[src/rtl/dcfg_pkg.sv]
package dcfg_pkg;

   localparam logic [7:0] OFS_CMD     = 8'h04;
   localparam logic [7:0] OFS_FB_HI   = 8'h13;
   localparam logic [7:0] OFS_FB_FLAG = 8'h17;
   localparam logic [7:0] OFS_ROM_CTL = 8'h30;
   localparam logic [7:0] OFS_ROM_LO  = 8'h32;
   localparam logic [7:0] OFS_ROM_HI  = 8'h33;
   localparam logic [7:0] OFS_IRQ_LN  = 8'h3C;
   localparam logic [7:0] OFS_IRQ_PIN = 8'h3D;

   localparam int CMD_IO_BIT  = 0;
   localparam int CMD_MEM_BIT = 1;

   localparam logic [7:0] CMD_KEEP  = 8'hE3;
   localparam logic [7:0] CMD_FORCE = 8'h80;
   localparam logic [7:0] ROM_LO_KEEP = 8'hFC;

   typedef struct packed {
      logic [7:0] cmd;
      logic [7:0] fb_hi;
      logic [7:0] rom_lo;
      logic [7:0] rom_hi;
      logic [7:0] irq_line;
      logic       rom_on;
   } dcfg_state_t;

endpackage

[src/rtl/dcfg_regs.sv]
module dcfg_regs
   import dcfg_pkg::*;
#(
   parameter int FUNC_W = 3,
   parameter int ADDR_W = 8
) (
   input  logic              clk,
   input  logic              rst_n,
   input  logic [FUNC_W-1:0] func,
   input  logic [ADDR_W-1:0] addr,
   input  logic              wr,
   input  logic [7:0]        wdata,
   output dcfg_state_t       st
);

   logic own_fn;
   logic wr_ok;
   assign own_fn = (func == '0);
   assign wr_ok  = wr && own_fn;

   always_ff @(posedge clk) begin
      if (!rst_n) begin
         st <= '0;
      end else if (wr_ok) begin
         case (addr)
            ADDR_W'(OFS_CMD):     st.cmd      <= wdata;
            ADDR_W'(OFS_FB_HI):   st.fb_hi    <= wdata;
            ADDR_W'(OFS_ROM_CTL): st.rom_on   <= wdata[0];
            ADDR_W'(OFS_ROM_LO):  st.rom_lo   <= wdata & ROM_LO_KEEP;
            ADDR_W'(OFS_ROM_HI):  st.rom_hi   <= wdata;
            ADDR_W'(OFS_IRQ_LN):  st.irq_line <= wdata;
            default: ;
         endcase
      end
   end

   // interrupt line holds the written byte
   assert_irq_write_R11: assert property (@(posedge clk) disable iff (!rst_n)
      (wr && own_fn && addr == ADDR_W'(OFS_IRQ_LN)) |=> (st.irq_line == $past(wdata)));

   // writes aimed at another function leave state untouched
   assert_other_fn_hold_R2: assert property (@(posedge clk) disable iff (!rst_n)
      (wr && !own_fn) |=> $stable(st));

   // low ROM base byte never carries its two low bits
   assert_rom_lo_mask_R10: assert property (@(posedge clk) disable iff (!rst_n)
      st.rom_lo[1:0] == 2'b00);

endmodule

[src/rtl/dcfg_readmux.sv]
module dcfg_readmux
   import dcfg_pkg::*;
#(
   parameter int         FUNC_W   = 3,
   parameter int         ADDR_W   = 8,
   parameter logic [7:0] ID_B0    = 8'h34,
   parameter logic [7:0] ID_B1    = 8'h12,
   parameter logic [7:0] ID_B2    = 8'h11,
   parameter logic [7:0] ID_B3    = 8'h11,
   parameter logic [7:0] STAT_LO  = 8'h80,
   parameter logic [7:0] STAT_HI  = 8'h02,
   parameter logic [7:0] CLASS_B  = 8'h03,
   parameter logic [7:0] PIN_B    = 8'h01,
   parameter logic [7:0] FB_FLAG  = 8'hE0
) (
   input  logic [FUNC_W-1:0] func,
   input  logic [ADDR_W-1:0] addr,
   input  dcfg_state_t       st,
   output logic [7:0]        rdata
);

   localparam int NUM_ID = 4;
   localparam logic [NUM_ID*8-1:0] ID_VEC = {ID_B3, ID_B2, ID_B1, ID_B0};

   logic [7:0] id_sel [NUM_ID];
   logic [NUM_ID-1:0] id_hit;

   for (genvar i = 0; i < NUM_ID; i++) begin : g_id
      assign id_sel[i] = ID_VEC[i*8 +: 8];
      assign id_hit[i] = (addr == ADDR_W'(i));
   end

   logic [7:0] own_data;

   always_comb begin
      own_data = 8'h00;
      for (int i = 0; i < NUM_ID; i++) begin
         if (id_hit[i]) own_data = id_sel[i];
      end
      case (addr)
         ADDR_W'(OFS_CMD):     own_data = (st.cmd & CMD_KEEP) | CMD_FORCE;
         ADDR_W'(8'h06):       own_data = STAT_LO;
         ADDR_W'(8'h07):       own_data = STAT_HI;
         ADDR_W'(8'h0B):       own_data = CLASS_B;
         ADDR_W'(OFS_FB_HI):   own_data = st.fb_hi;
         ADDR_W'(OFS_FB_FLAG): own_data = (st.fb_hi != 8'h00) ? FB_FLAG : 8'h00;
         ADDR_W'(OFS_ROM_CTL): own_data = {7'd0, st.rom_on};
         ADDR_W'(OFS_ROM_LO):  own_data = st.rom_lo;
         ADDR_W'(OFS_ROM_HI):  own_data = st.rom_hi;
         ADDR_W'(OFS_IRQ_LN):  own_data = st.irq_line;
         ADDR_W'(OFS_IRQ_PIN): own_data = PIN_B;
         default: ;
      endcase
   end

   assign rdata = (func == '0) ? own_data : 8'hFF;

   // command readback always has its top bit forced
   always_comb begin
      if (func == '0 && addr == ADDR_W'(OFS_CMD))
         assert_cmd_force_R3: assert (rdata[7] == 1'b1);
   end

endmodule

[src/rtl/dcfg_decode.sv]
module dcfg_decode
   import dcfg_pkg::*;
#(
   parameter int         AW         = 32,
   parameter int         LFB_SHIFT  = 24,
   parameter int         ROM_SHIFT  = 16,
   parameter logic [7:0] ALIAS_BYTE = 8'hE0
) (
   input  logic          clk,
   input  logic          rst_n,
   input  dcfg_state_t   st,
   output logic          io_vga_en,
   output logic          io_ext_en,
   output logic          legacy_mem_en,
   output logic          lfb_en,
   output logic [AW-1:0] lfb_base,
   output logic          alias_en,
   output logic          rom_en,
   output logic [AW-1:0] rom_base
);

   localparam int LFB_TOP = LFB_SHIFT + 8;
   localparam int ROM_TOP = ROM_SHIFT + 16;

   if (LFB_TOP > AW) begin : g_bad_lfb
      $error("dcfg_decode: framebuffer base does not fit the address width");
   end
   if (ROM_TOP > AW) begin : g_bad_rom
      $error("dcfg_decode: ROM base does not fit the address width");
   end

   logic io_on, mem_on, fb_set;
   assign io_on  = st.cmd[CMD_IO_BIT];
   assign mem_on = st.cmd[CMD_MEM_BIT];
   assign fb_set = (st.fb_hi != 8'h00);

   assign io_vga_en     = io_on;
   assign io_ext_en     = io_on;
   assign legacy_mem_en = mem_on;
   assign lfb_en        = mem_on && fb_set;
   assign alias_en      = lfb_en && (st.fb_hi != ALIAS_BYTE);
   assign rom_en        = st.rom_on;

   assign lfb_base = AW'(st.fb_hi) << LFB_SHIFT;
   assign rom_base = AW'({st.rom_hi, st.rom_lo}) << ROM_SHIFT;

   assert_alias_needs_lfb_R8: assert property (@(posedge clk) disable iff (!rst_n)
      alias_en |-> lfb_en);

   assert_lfb_needs_mem_R7: assert property (@(posedge clk) disable iff (!rst_n)
      lfb_en |-> (legacy_mem_en && lfb_base != '0));

   assert_io_pair_R4: assert property (@(posedge clk) disable iff (!rst_n)
      io_vga_en == io_ext_en);

   assert_rom_align_R10: assert property (@(posedge clk) disable iff (!rst_n)
      rom_base[ROM_SHIFT+1 -: 2] == 2'b00);

endmodule

[src/rtl/dcfg_space.sv]
module dcfg_space
   import dcfg_pkg::*;
#(
   parameter int FUNC_W   = 3,
   parameter int ADDR_W   = 8,
   parameter int AW       = 32,
   parameter bit READ_REG = 1'b0
) (
   input  logic              clk,
   input  logic              rst_n,
   input  logic [FUNC_W-1:0] cfg_func,
   input  logic [ADDR_W-1:0] cfg_addr,
   input  logic              cfg_wr,
   input  logic [7:0]        cfg_wdata,
   output logic [7:0]        cfg_rdata,
   output logic              io_vga_en,
   output logic              io_ext_en,
   output logic              legacy_mem_en,
   output logic              lfb_en,
   output logic [AW-1:0]     lfb_base,
   output logic              alias_en,
   output logic              rom_en,
   output logic [AW-1:0]     rom_base
);

   if (ADDR_W < 8) begin : g_bad_addr
      $error("dcfg_space: offset width must cover 256 bytes");
   end
   if (FUNC_W < 1) begin : g_bad_func
      $error("dcfg_space: function field must be at least one bit");
   end

   dcfg_state_t st;
   logic [7:0]  rd_comb;

   dcfg_regs #(.FUNC_W(FUNC_W), .ADDR_W(ADDR_W)) u_regs (
      .clk   (clk),
      .rst_n (rst_n),
      .func  (cfg_func),
      .addr  (cfg_addr),
      .wr    (cfg_wr),
      .wdata (cfg_wdata),
      .st    (st)
   );

   dcfg_readmux #(.FUNC_W(FUNC_W), .ADDR_W(ADDR_W)) u_rd (
      .func  (cfg_func),
      .addr  (cfg_addr),
      .st    (st),
      .rdata (rd_comb)
   );

   if (READ_REG) begin : g_rd_reg
      always_ff @(posedge clk) begin
         if (!rst_n) cfg_rdata <= 8'h00;
         else        cfg_rdata <= rd_comb;
      end
   end else begin : g_rd_comb
      assign cfg_rdata = rd_comb;
   end

   dcfg_decode #(.AW(AW)) u_dec (
      .clk           (clk),
      .rst_n         (rst_n),
      .st            (st),
      .io_vga_en     (io_vga_en),
      .io_ext_en     (io_ext_en),
      .legacy_mem_en (legacy_mem_en),
      .lfb_en        (lfb_en),
      .lfb_base      (lfb_base),
      .alias_en      (alias_en),
      .rom_en        (rom_en),
      .rom_base      (rom_base)
   );

   // foreign function reads all ones
   assert_foreign_ff_R2: assert property (@(posedge clk) disable iff (!rst_n)
      (cfg_func != '0) |-> (rd_comb == 8'hFF));

endmodule

[config.mk]
export PLATFORM = sky130hd
export DESIGN_NAME = dcfg_space
export DESIGN_NICKNAME = d
export VERILOG_FILES = /design/src/rtl/dcfg_pkg.sv /design/src/rtl/dcfg_regs.sv /design/src/rtl/dcfg_readmux.sv /design/src/rtl/dcfg_decode.sv /design/src/rtl/dcfg_space.sv
export SDC_FILE = /design/constraint.sdc
export NUM_CORES = 1
export LEC_CHECK = 0
export ABC_AREA = 0
export BUFFER_PORTS_ARGS = -buffer_cell sky130_fd_sc_hd__buf_2
export CORE_AREA = 2 2 72 74
export CTS_CLUSTER_SIZE = 16
export DETAILED_ROUTE_END_ITERATION = 7
export DIE_AREA = 0 0 74 76
export GPL_ROUTABILITY_DRIVEN = 0
export HOLD_SLACK_MARGIN = 0.02
export PLACE_DENSITY = 0.84
export SLEW_MARGIN = 10
export SYNTH_ARGS = -nofsm -noshare
export SYNTH_HDL_FRONTEND = slang
export SYNTH_SLANG_ARGS = --single-unit
[constraint.sdc]
create_clock -name clk -period 3 [get_ports clk]
set_clock_uncertainty 0.1 [all_clocks]
set_input_delay 0.15 -clock clk [delete_from_list [all_inputs] [get_ports clk]]
set_output_delay 0.15 -clock clk [all_outputs]
set_load 0.01 [all_outputs]
# Word-level counts from Yosys, hierarchy flattened
# Cells that the tools add are included.
classes:
  mux: 7
  reduce_logical: 12
  n_eq_ne: 15
op_table:
  columns: ["operator", "n"]
  rows:
  - ["one-hot mux 8 bit (11 select lines)", 1]
  - ["equality test 8 x 6 -> 1 bit, second input constant", 5]
  - ["two-way mux 8 bit", 5]
  - ["equality test 8 x 3 -> 1 bit, second input constant", 3]
  - ["equality test 8 x 2 -> 1 bit, second input constant", 2]
  - ["equality test 8 x 5 -> 1 bit, second input constant", 2]
  - ["AND reduction 2 bit", 6]
  - ["equality test 8 x 1 -> 1 bit, second input constant", 1]
  - ["equality test 8 x 4 -> 1 bit, second input constant", 1]
  - ["zero test 8 bit", 1]
  - ["!= test 8 bit, second input constant", 1]
  - ["nonzero test 8 bit", 1]
  - ["two-way mux 6 bit", 1]
  - ["logical AND 1 bit", 3]
  - ["zero test 3 bit", 1]
word_totals:
  register_bits: 38
  elab_cells: 40
  input_bits: 22
  output_inout_bits: 78

# Depth between registers and ports, before layout
# Gate-level depths: netlist of the first run.
depth:
  depth_word: 7
  mapped_depth: 6
  depth_no_buf: 4

# Cells and area by module
# Synthesis of the first run repeated with hierarchy kept, for this count alone.
hier_totals:
  hier_cells: 309
  hier_area_um2: 2725.1
by_module_without_submodules:
  columns: ["module", "area_each_um2", "cells_per_inst", "n_inst", "seq_area_each_um2"]
  rows:
  - ["dcfg_regs", 1545.2, 148, 1, 780.7]
  - ["dcfg_readmux", 619.3, 85, 1, 0.0]
  - ["dcfg_decode", 560.5, 76, 1, 0.0]

# Worst setup path after synthesis of the first run
# OpenSTA, ideal clock, no wires.
synth_path:
  path_type: "register to output"
  start: "register, netlist name u_regs.st[26]"
  end: "output cfg_rdata[6]"
  slack_ps: 1177
  n_path_buf: 0
  required_time_ps: 2750
  path_stages_with_launch: 5
  arrival_time_ps: 1573
  path_cell_list: "dfxtp_1 > or4_4 > or3b_4 > a31oi_4 > nand4_1"
synth_via:
  elab_chain_len: 4
synth_rtl:
  columns: ["item", "line", "rtl"]
  rows:
  - ["nonzero test 8 bit", "dcfg_readmux.sv:46", "ADDR_W'(OFS_FB_FLAG): own_data = (st.fb_hi != 8'h00) ? FB_FLAG : 8'h00;"]
  - ["two-way mux 8 bit", "dcfg_readmux.sv:46", null]
  - ["one-hot mux 8 bit (11 select lines)", "dcfg_readmux.sv:40", "case (addr)"]
  - ["two-way mux 8 bit", "dcfg_readmux.sv:56", "assign rdata = (func == '0) ? own_data : 8'hFF;"]
  - ["end: declaration", "dcfg_space.sv:15", "output logic [7:0] cfg_rdata,"]
# Every way passes these cells.

# Final worst setup path of the first run
layout_path:
  start: "register, netlist name u_regs.st[26]"
  end: "output cfg_rdata[6]"
layout_via:
  elab_chain_len: 4
layout_rtl:
  columns: ["item", "line"]
  rows:
  - ["nonzero test 8 bit", "dcfg_readmux.sv:46"]
  - ["two-way mux 8 bit", "dcfg_readmux.sv:46"]
  - ["one-hot mux 8 bit (11 select lines)", "dcfg_readmux.sv:40"]
  - ["two-way mux 8 bit", "dcfg_readmux.sv:56"]
# Every way passes these cells.

==> flow_summary.yaml, run 1 <==
synth:
  synth-async-reset-ratio: 0
  ys_seq_area_frac: 0.284
  synthCells: 274
  ys_ff_latch: 35
  ys_top_cells_by_count: "buf_4, nor2b_1, mux2i_1"
  synth_top_flop_cell: "dfxtp_1"
  post-synth-top-count-cell: "buf_4"
  synth_area_leaders: "dfxtp_1, buf_4, mux2i_1, nor2b_1, nand3_1"
  yosys.area.top_type: "dfxtp_1"
  yosys.cell_types.count: 45
  yosys_warnings: 0
  synth_edf_count: 0
  syn_avg_cell_area_um2: 9.00
  syn-cell-area_um2: 2460
  yosysTopAreaCellShare: 0.284
critical_path:
  r2r_end: "u_regs.st[28]$_SDFFE_PN0P_"
  critical-path-top-delay-family: "simple AND/OR/NAND/NOR gates"
  startpoint: "u_regs.st[26]$_SDFFE_PN0P_"
  cp-endpoint: "cfg_rdata[6]"
  r2r_slack_ns: 2.18
  crit_fanout: 4
  worstSetupPathDepth: 5
  cp-start-kind: "flip-flop"
  end_kind: "primary output"
  cp_cell_sequence: "or4_4 > or3b_4 > a31oi_4 > nand4_1 > buf_2"
  timing.rr.start: "u_regs.st[28]$_SDFFE_PN0P_"
  crit_required_ns: 2.75
  crit_slowest_cell: "or4_4"
  r2r_cells: 2
  crit_buf_inv: 1
  path_class: "flip-flop to primary output"
  crit_arrival_ns: 2.09
  critical-path-max-stage-delay_ns: 0.54
sta:
  setup_viol: 0
  worstMarginPinSlew_ns: 0.784
  fmax_mhz: 428
  slew_violations: 0
  post-route-min-period_ns: 2.34
  tns_ns: 0
  max_slew_margin: 0.474
  hold_viol_final: 0
  period_share: 0.780
  rsz0062_at_grt: "no"
place:
  hpwlAfterDp_um: 4200
  port_buffers: 57
cells_and_area:
  fin_util: 0.523
  drive_gt1_frac: 0.269
  top_regs: "u_regs.st (35)"
  area_delta_synth_final_pct: 4.31
  antennaDiodeCount: 0
  top_register: "u_regs.st"
  largest_reg_flops: 35
  fin_nets: 326
power_and_ir_drop:
  p_leak_nw: 1.26
  ir_drop_v: 0.000349
  power_density_nw_per_um2: 375
  finalPower_w: 0.000963
cts:
  cts_setup_buffers: 0
  clockBufferDepth: 2
  htreeDepth: 2
  cts_sinks: 35
  postCtsHoldBufs: 0
  root_buffer: "clkbuf_8"
  cts_resized: 0
  path_clk_slew_ns: 0.07
  cts_tree: "done"
  clk_latency_ns: 0.29
  cts_buffers: 5
routing:
  first_pass_iters: 4
  vias: 1975
  dr.first_iter.drc_count: 86
  vias_per_cell: 5.27
  finalWirelength_um: 5700
  routedWlPerCell_um: 15.2
  drcViolationCount: 0
  ant_nets: 0
floorplanning:
  die_h_um: 76
  die_w_um: 74
  dieArea_um2: 5620
  boundaryPins: 100
  start_util: 0.502
  row_count: 26
  fp.coreArea_um2: 4910
global_routing:
  grt_usage: 0.204
  antenna_found_initial: 0
  grt_pass1_wl_um: 8870
  grt_pass1_vias: 1791
  grt_overflow: 0
  grt_max_degree: 36
hold_path:
  hp-class: "input port to flip-flop"
flow_run:
  maxCapViolCount: 0
outcome:
  status: "finished, final reports clean"
-- cells in the final DEF (no fill, tap or decap), types with 2 or more instances in the layout --
cell type	synthesis	layout
buf_4	66	2
nor2_1	6	6
o221ai_1	2	2
nand4_1	3	3
dfxtp_1	35	35
nand3_1	8	8
a31oi_1	4	4
o2111ai_1	2	2
and2_1	4	4
nor3_1	6	6
and3_1	3	3
mux2_2	3	3
buf_2	2	57
mux2i_1	36	36
clkbuf_8	0	7
nor2b_1	38	38
nor3b_1	2	2
a21oi_1	3	3
a32oi_1	4	4
a22oi_1	4	4
o211ai_1	3	3
nand4_2	3	3
conb_1	1	42
nand2_1	6	6
inv_1	2	2
-- routing by layer --
metal / routed length, µm / track usage
met1: 2300 / 0.254
met2: 2680 / 0.317
met3: 484 / 0.0450
met4: 238 / 0.118
met5: 0 / 0
-- worst min path at each step --
stage | from | end | slack (ns) | cells past startpoint
3_3_place_gp | cfg_wdata[7] | u_regs.st[32]$_SDFFE_PN0P_ | 0.36 | 3
6_report | cfg_wdata[4] | u_regs.st[29]$_SDFFE_PN0P_ | 0.06 | 3
2_1_floorplan | rst_n | u_regs.st[0]$_SDFFE_PN0P_ | 0.18 | 1
4_1_cts | cfg_wdata[4] | u_regs.st[29]$_SDFFE_PN0P_ | 0.06 | 3
5_1_grt | cfg_wdata[0] | u_regs.st[9]$_SDFFE_PN0P_ | 0.08 | 3
3_5_place_dp | cfg_wdata[4] | u_regs.st[29]$_SDFFE_PN0P_ | 0.36 | 3
-- per-stage QoR --
step | hold slack (ns) | instances | setup slack, ns | area [µm²]
after floorplan | 0.178 | 315 | 1.18 | 2620
after global placement | 0.357 | 367 | 1.03 | 2470
after detailed placement | 0.363 | 367 | 1.01 | 2470
after CTS | 0.0589 | 375 | 0.687 | 2570
after global routing | 0.0828 | 375 | 0.612 | 2570
final | 0.0609 | 375 | 0.661 | 2570
-- cell type report --
type,count,area (µm²)
fill,439,2340
clock inverter,1,7.51
sequential,35,701
inverter,2,7.51
tap,70,87.6
clock buffer,7,96.3
multi-input combinational,201,1370
timing repair buffer,59,300
-- cells by family (layout without fill, tap and decap cells) --
| kind of cell | after synthesis | after routing | synth area share |
|---|---|---|---|
| xor+xnor | 1 | 1 | 0.00355 |
| mux | 39 | 39 | 0.160 |
| buf+inv | 79 | 69 | 0.222 |
| other cells | 1 | 42 | 0.00152 |
| flops | 35 | 35 | 0.284 |
| compound gates | 27 | 27 | 0.0888 |
| simple gates | 92 | 92 | 0.240 |
-- power breakdown --
part	switching, W	internal [W]
Combinational	0.0000794	0.0000339
Clock	0.000177	0.000209
Sequential	0.0000000804	0.000464
Total	0.000256	0.000707
-- worst min-delay path, cell delays in order --
cell     delay [ns]
buf_2          0.11
mux2i_1        0.07
nor2b_1        0.09
(Power assumes the default switching activity.)
==> run 2: changes to the inputs <==
--- a/config.mk
+++ b/config.mk
@@ -7,13 +7,13 @@
 export LEC_CHECK = 0
 export ABC_AREA = 0
 export BUFFER_PORTS_ARGS = -buffer_cell sky130_fd_sc_hd__buf_2
-export CORE_AREA = 2 2 72 74
+export CORE_AREA = 2 2 74 76
 export CTS_CLUSTER_SIZE = 16
 export DETAILED_ROUTE_END_ITERATION = 7
-export DIE_AREA = 0 0 74 76
+export DIE_AREA = 0 0 76 78
 export GPL_ROUTABILITY_DRIVEN = 0
 export HOLD_SLACK_MARGIN = 0.02
-export PLACE_DENSITY = 0.84
+export PLACE_DENSITY = 0.8
 export SLEW_MARGIN = 10
 export SYNTH_ARGS = -nofsm -noshare
 export SYNTH_HDL_FRONTEND = slang
==> constraint.sdc (replaced) <==
create_clock -name clk -period 2.2 [get_ports clk]
set_clock_uncertainty 0.1 [all_clocks]
set_input_delay 0.11 -clock clk [delete_from_list [all_inputs] [get_ports clk]]
set_output_delay 0.11 -clock clk [all_outputs]
set_load 0.01 [all_outputs]
==> run 2 against run 1 <==
Effect of this change: the run now ends with negative setup slack left; clock-buffer cell count up 1; die area up 5.4%; clock power up 32%; via count up 0.81%; critical endpoint is now cfg_rdata[5]; combinational power up 42%; sequential share of layout area down 0.51 points; sequential power up 37%; power up 35%; worst setup slack worse by 0.72 ns; critical path depth unchanged; hold slack worse by 0.033 ns; core utilization down 0.18 points.
==> flow_summary.yaml, run 2 (same netlist as run 1, synthesis figures left out) <==
outcome:
  status: "finished, violations left"
  violations: "negative setup slack"
cts:
  root_buffer: "clkbuf_8"
  cts_tree: "done"
  clockBufferDepth: 2
  clk_latency_ns: 0.28
  path_clk_slew_ns: 0.07
  postCtsHoldBufs: 0
  htreeDepth: 2
  cts_sinks: 35
  cts_buffers: 5
critical_path:
  crit_arrival_ns: 2.05
  critical-path-top-delay-family: "simple AND/OR/NAND/NOR gates"
  crit_buf_inv: 1
  cp-start-kind: "flip-flop"
  crit_slowest_cell: "or4_4"
  crit_required_ns: 1.99
  path_class: "flip-flop to primary output"
  critical-path-max-stage-delay_ns: 0.53
  crit_fanout: 3
  cp_cell_sequence: "or4_4 > or3b_4 > a31oi_4 > o211ai_1 > buf_2"
  end_kind: "primary output"
power_and_ir_drop:
  intPower_w: 0.000969
  power_density_nw_per_um2: 495
  power_frac_clock: 0.390
  power_switching_w: 0.000332
  p_leak_nw: 1.30
  p_sw_frac: 0.255
  ir_drop_v: 0.000397
  pwr-share-seq: 0.487
  finalPower_w: 0.00130
  combPwrFrac: 0.123
floorplanning:
  fp.coreArea_um2: 5040
  boundaryPins: 100
  die_w_um: 76
  dieArea_um2: 5930
  start_util: 0.489
  die_h_um: 78
  row_count: 26
sta:
  max_slew_margin: 0.647
  post-route-min-period_ns: 2.26
  worstMarginPinSlew_ns: 0.528
  worst_slack_ns: -0.0593
  hold_viol_final: 0
  rsz0062_at_grt: "yes"
  period_share: 1.03
  setup_viol: 3
  slew_violations: 0
  fmax_mhz: 443
cells_and_area:
  top_regs: "u_regs.st (35)"
  area_delta_synth_final_pct: 6.70
  fin_nets: 334
  layout_commonest_cell: "buf_2"
  fin_util: 0.522
  top_register: "u_regs.st"
  antennaDiodeCount: 0
  largest_reg_flops: 35
  layout_common_cells: "buf_2, conb_1, nor2b_1"
  drive_gt1_frac: 0.291
routing:
  ant_nets: 0
  first_pass_iters: 4
  drcViolationCount: 0
  routedWlPerCell_um: 15.4
  vias_per_cell: 5.20
  dr.first_iter.drc_count: 121
  finalWirelength_um: 5910
  vias: 1991
global_routing:
  grt_usage: 0.194
  grt_max_degree: 36
  antenna_found_initial: 0
  grt_overflow: 0
  grt_pass1_vias: 1818
  grt_pass1_wl_um: 9130
hold_path:
  hp-class: "input port to flip-flop"
place:
  hpwlAfterDp_um: 4390
  port_buffers: 57
flow_run:
  maxCapViolCount: 0
## run 2: stage by stage
stage | hold slack [ns] | cells | instance area [µm²] | setup TNS [ns] | setup WS [ns]
6_report | 0.0275 | 383 | 2630 | -0.165 | -0.0593
5_1_grt | 0.0434 | 383 | 2630 | -0.265 | -0.0909
4_1_cts | 0.0219 | 382 | 2620 | -0.139 | -0.0506
3_5_place_dp | 0.319 | 372 | 2500 | 0 | 0.246
3_3_place_gp | 0.320 | 372 | 2500 | 0 | 0.278
2_1_floorplan | 0.138 | 315 | 2620 | 0 | 0.417
## run 2: repair_timing
action,CTS,global route
setup buffers,2,1
endpoints found under the hold margin,0,0
setup endpoints to repair,3,3
pin swaps,2,3
resized for setup,2,0
## run 2: tightest hold or removal path, cell delays in order
cell     delay, ns
buf_2         0.11
mux2i_1       0.07
nor2b_1       0.09
## run 2: worst paths after layout
path	start	to	slack [ns]	cells past startpoint
max	u_regs.st[26]$_SDFFE_PN0P_	cfg_rdata[5]	-0.06	5
min reg2reg	u_regs.st[8]$_SDFFE_PN0P_	u_regs.st[8]$_SDFFE_PN0P_	0.43	2
min	cfg_wdata[7]	u_regs.st[32]$_SDFFE_PN0P_	0.03	3
max reg2reg	u_regs.st[26]$_SDFFE_PN0P_	u_regs.st[26]$_SDFFE_PN0P_	1.23	4
## run 2: layout make-up
| type | count | area [µm²] |
|---|---|---|
| Clock buffer | 8 | 100 |
| Sequential cell | 35 | 703 |
| Timing Repair Buffer | 67 | 360 |
| Multi-Input combinational cell | 201 | 1370 |
| Tap cell | 70 | 87.6 |
| Inverter | 2 | 7.51 |
| Fill cell | 491 | 2410 |
## run 2: per-layer routing
metal,routed length [µm],GRT usage,vias up
li1,-,-,937
met1,2370,0.238,907
met2,2870,0.331,130
met3,546,0.0407,17
met4,121,0.0800,0
met5,0,0,-
## run 2: power groups by stage
stage | Sequential, W | Clock, W | Combinational (W)
3_5_place_dp | 0.000648 | 0 | 0.000155
6_report | 0.000634 | 0.000508 | 0.000160
3_3_place_gp | 0.000648 | 0 | 0.000154
4_1_cts | 0.000633 | 0.000515 | 0.000156
2_1_floorplan | 0.000648 | 0 | 0.000152
5_1_grt | 0.000633 | 0.000542 | 0.000171
==> run 3: changes to the inputs <==
--- a/config.mk
+++ b/config.mk
@@ -13,7 +13,7 @@
 export DIE_AREA = 0 0 76 78
 export GPL_ROUTABILITY_DRIVEN = 0
 export HOLD_SLACK_MARGIN = 0.02
-export PLACE_DENSITY = 0.8
+export PLACE_DENSITY_LB_ADDON = 0.15
 export SLEW_MARGIN = 10
 export SYNTH_ARGS = -nofsm -noshare
 export SYNTH_HDL_FRONTEND = slang
==> run 3 against run 2 <==
Effect of this change: wire length grew 0.58%; non-clock buffer count decreased by 1; clock power grew 20%; the run still ends with negative setup slack left; via count is 3.3% lower; final cell count is 0.26% lower; core utilization increased by 0.25 points; sequential power about the same; largest cell class unchanged; sequential cell count is the same; global-route usage is 0.93 points higher; final area grew 0.48%.
==> flow_summary.yaml, run 3 (same netlist as run 1, synthesis figures left out) <==
outcome:
  status: "finished, violations left"
  violations: "negative setup slack"
critical_path:
  r2r_end: "u_regs.st[26]$_SDFFE_PN0P_"
  timing.rr.start: "u_regs.st[26]$_SDFFE_PN0P_"
  r2r_slack_ns: 1.35
  r2r_cells: 3
  crit_required_ns: 1.99
  crit_fanout: 3
  crit_arrival_ns: 2.05
  path_class: "flip-flop to primary output"
  cp-start-kind: "flip-flop"
  end_kind: "primary output"
cells_and_area:
  top_regs: "u_regs.st (35)"
  final_cells: 382
  top_register: "u_regs.st"
  fin_util: 0.524
  antennaDiodeCount: 0
  drive_gt1_frac: 0.288
  fin_nets: 333
  layout_common_cells: "buf_2, conb_1, nor2b_1"
  area_delta_synth_final_pct: 7.21
  seq_area_um2: 703
  largest_reg_flops: 35
  multi_input_area_um2: 1370
  layout_commonest_cell: "buf_2"
  fillCellCount: 511
floorplanning:
  boundaryPins: 100
  start_util: 0.489
  die_w_um: 76
  die_h_um: 78
  fp.coreArea_um2: 5040
  row_count: 26
  dieArea_um2: 5930
sta:
  fmax_mhz: 442
  setup_viol: 3
  rsz0062_at_grt: "yes"
  slew_violations: 0
  max_slew_margin: 0.656
  period_share: 1.03
  hold_viol_final: 0
  post-route-min-period_ns: 2.26
  worstMarginPinSlew_ns: 0.517
  worst_slack_ns: -0.0611
global_routing:
  grt_usage: 0.203
  grt_pass1_vias: 1755
  grt_overflow: 0
  grt_max_degree: 36
  antenna_found_initial: 0
  grt_pass1_wl_um: 9450
hold_path:
  min_from: "cfg_wdata[7]"
  worstHoldEndpoint: "u_regs.st[16]$_SDFFE_PN0P_"
  hp-class: "input port to flip-flop"
  holdPathStages: 3
cts:
  path_clk_slew_ns: 0.07
  cts_tree: "done"
  clk_latency_ns: 0.29
  cts_sinks: 35
  htreeDepth: 2
  cts_buffers: 5
  root_buffer: "clkbuf_8"
  clockBufferDepth: 2
place:
  dp.cells: 372
  port_buffers: 57
  hpwlAfterDp_um: 4370
flow_run:
  maxCapViolCount: 0
power_and_ir_drop:
  power_density_nw_per_um2: 531
  ir_drop_v: 0.000289
  p_leak_nw: 1.31
routing:
  vias_per_cell: 5.04
  drcViolationCount: 0
  routedWlPerCell_um: 15.6
  first_pass_iters: 4
  dr.first_iter.drc_count: 117
  finalWirelength_um: 5950
  vias: 1925
  ant_nets: 0
==> run 3: cell types whose count changed in the layout (fill, tap and decap cells not counted) <==
cell / delta
clkinv_2: +1
clkbuf_1: -1
clkbuf_8: -1
buf_4: -2
dlygate4sd3_1: +1
bufinv_16: +1
==> run 3: area by class of cell <==
type,count,area share
flip-flops and latches,35,0.266
well taps,70,0.0331
repair buffers,66,0.134
multi-input cells,201,0.519
clock buffers,6,0.0313
inverters,2,0.00284
clock inverters,2,0.0133
==> run 3: per-layer routing <==
metal / share of wire / vias up / track usage
met5: 0 / - / 0
met4: 0.011 / 0 / 0.0673
li1: - / 933 / -
met3: 0.088 / 7 / 0.0477
met2: 0.46 / 104 / 0.316
met1: 0.44 / 881 / 0.278
==> run 3: metrics by stage <==
step / total power (W) / setup WS (ns) / setup TNS (ns) / area [µm²] / hold slack (ns)
detailed placement: 0.000804 / 0.237 / 0 / 2500 / 0.326
global route: 0.00146 / -0.130 / -0.330 / 2640 / 0.0543
finish: 0.00140 / -0.0611 / -0.168 / 2640 / 0.0371
floorplan: 0.000800 / 0.417 / 0 / 2620 / 0.138
CTS: 0.00142 / -0.0602 / -0.163 / 2640 / 0.0322
global placement: 0.000805 / 0.264 / 0 / 2500 / 0.317
==> run 3: how the worst max path moves through the flow <==
stage	depth (start not counted)	start	endpoint
2_1_floorplan	4	u_regs.st[26]$_SDFFE_PN0P_	cfg_rdata[6]
3_3_place_gp	5	u_regs.st[26]$_SDFFE_PN0P_	cfg_rdata[5]
3_5_place_dp	5	u_regs.st[26]$_SDFFE_PN0P_	cfg_rdata[5]
4_1_cts	5	u_regs.st[26]$_SDFFE_PN0P_	cfg_rdata[5]
5_1_grt	5	u_regs.st[27]$_SDFFE_PN0P_	cfg_rdata[7]
6_report	5	u_regs.st[26]$_SDFFE_PN0P_	cfg_rdata[7]
==> run 3: where the power goes <==
group,internal [W],switching [W]
Combinational,0.0000498,0.000111
Clock,0.000367,0.000242
Sequential,0.000633,0.0000000961
==> run 3: what timing repair did <==
action                     4_1_cts  5_1_grt
setup endpoints to repair        3        3
hold endpoints to repair         1        0
buffers inserted                 1        0
resized for setup                1        1
hold buffers                     1        0
pin swaps                        2        2
==> run 3: critical path, stage by stage (launching register included) <==
cell      delay (ns)
dfxtp_2         0.33
or4_4           0.54
or3b_4          0.40
a31oi_4         0.20
o211ai_1        0.13
buf_2           0.16
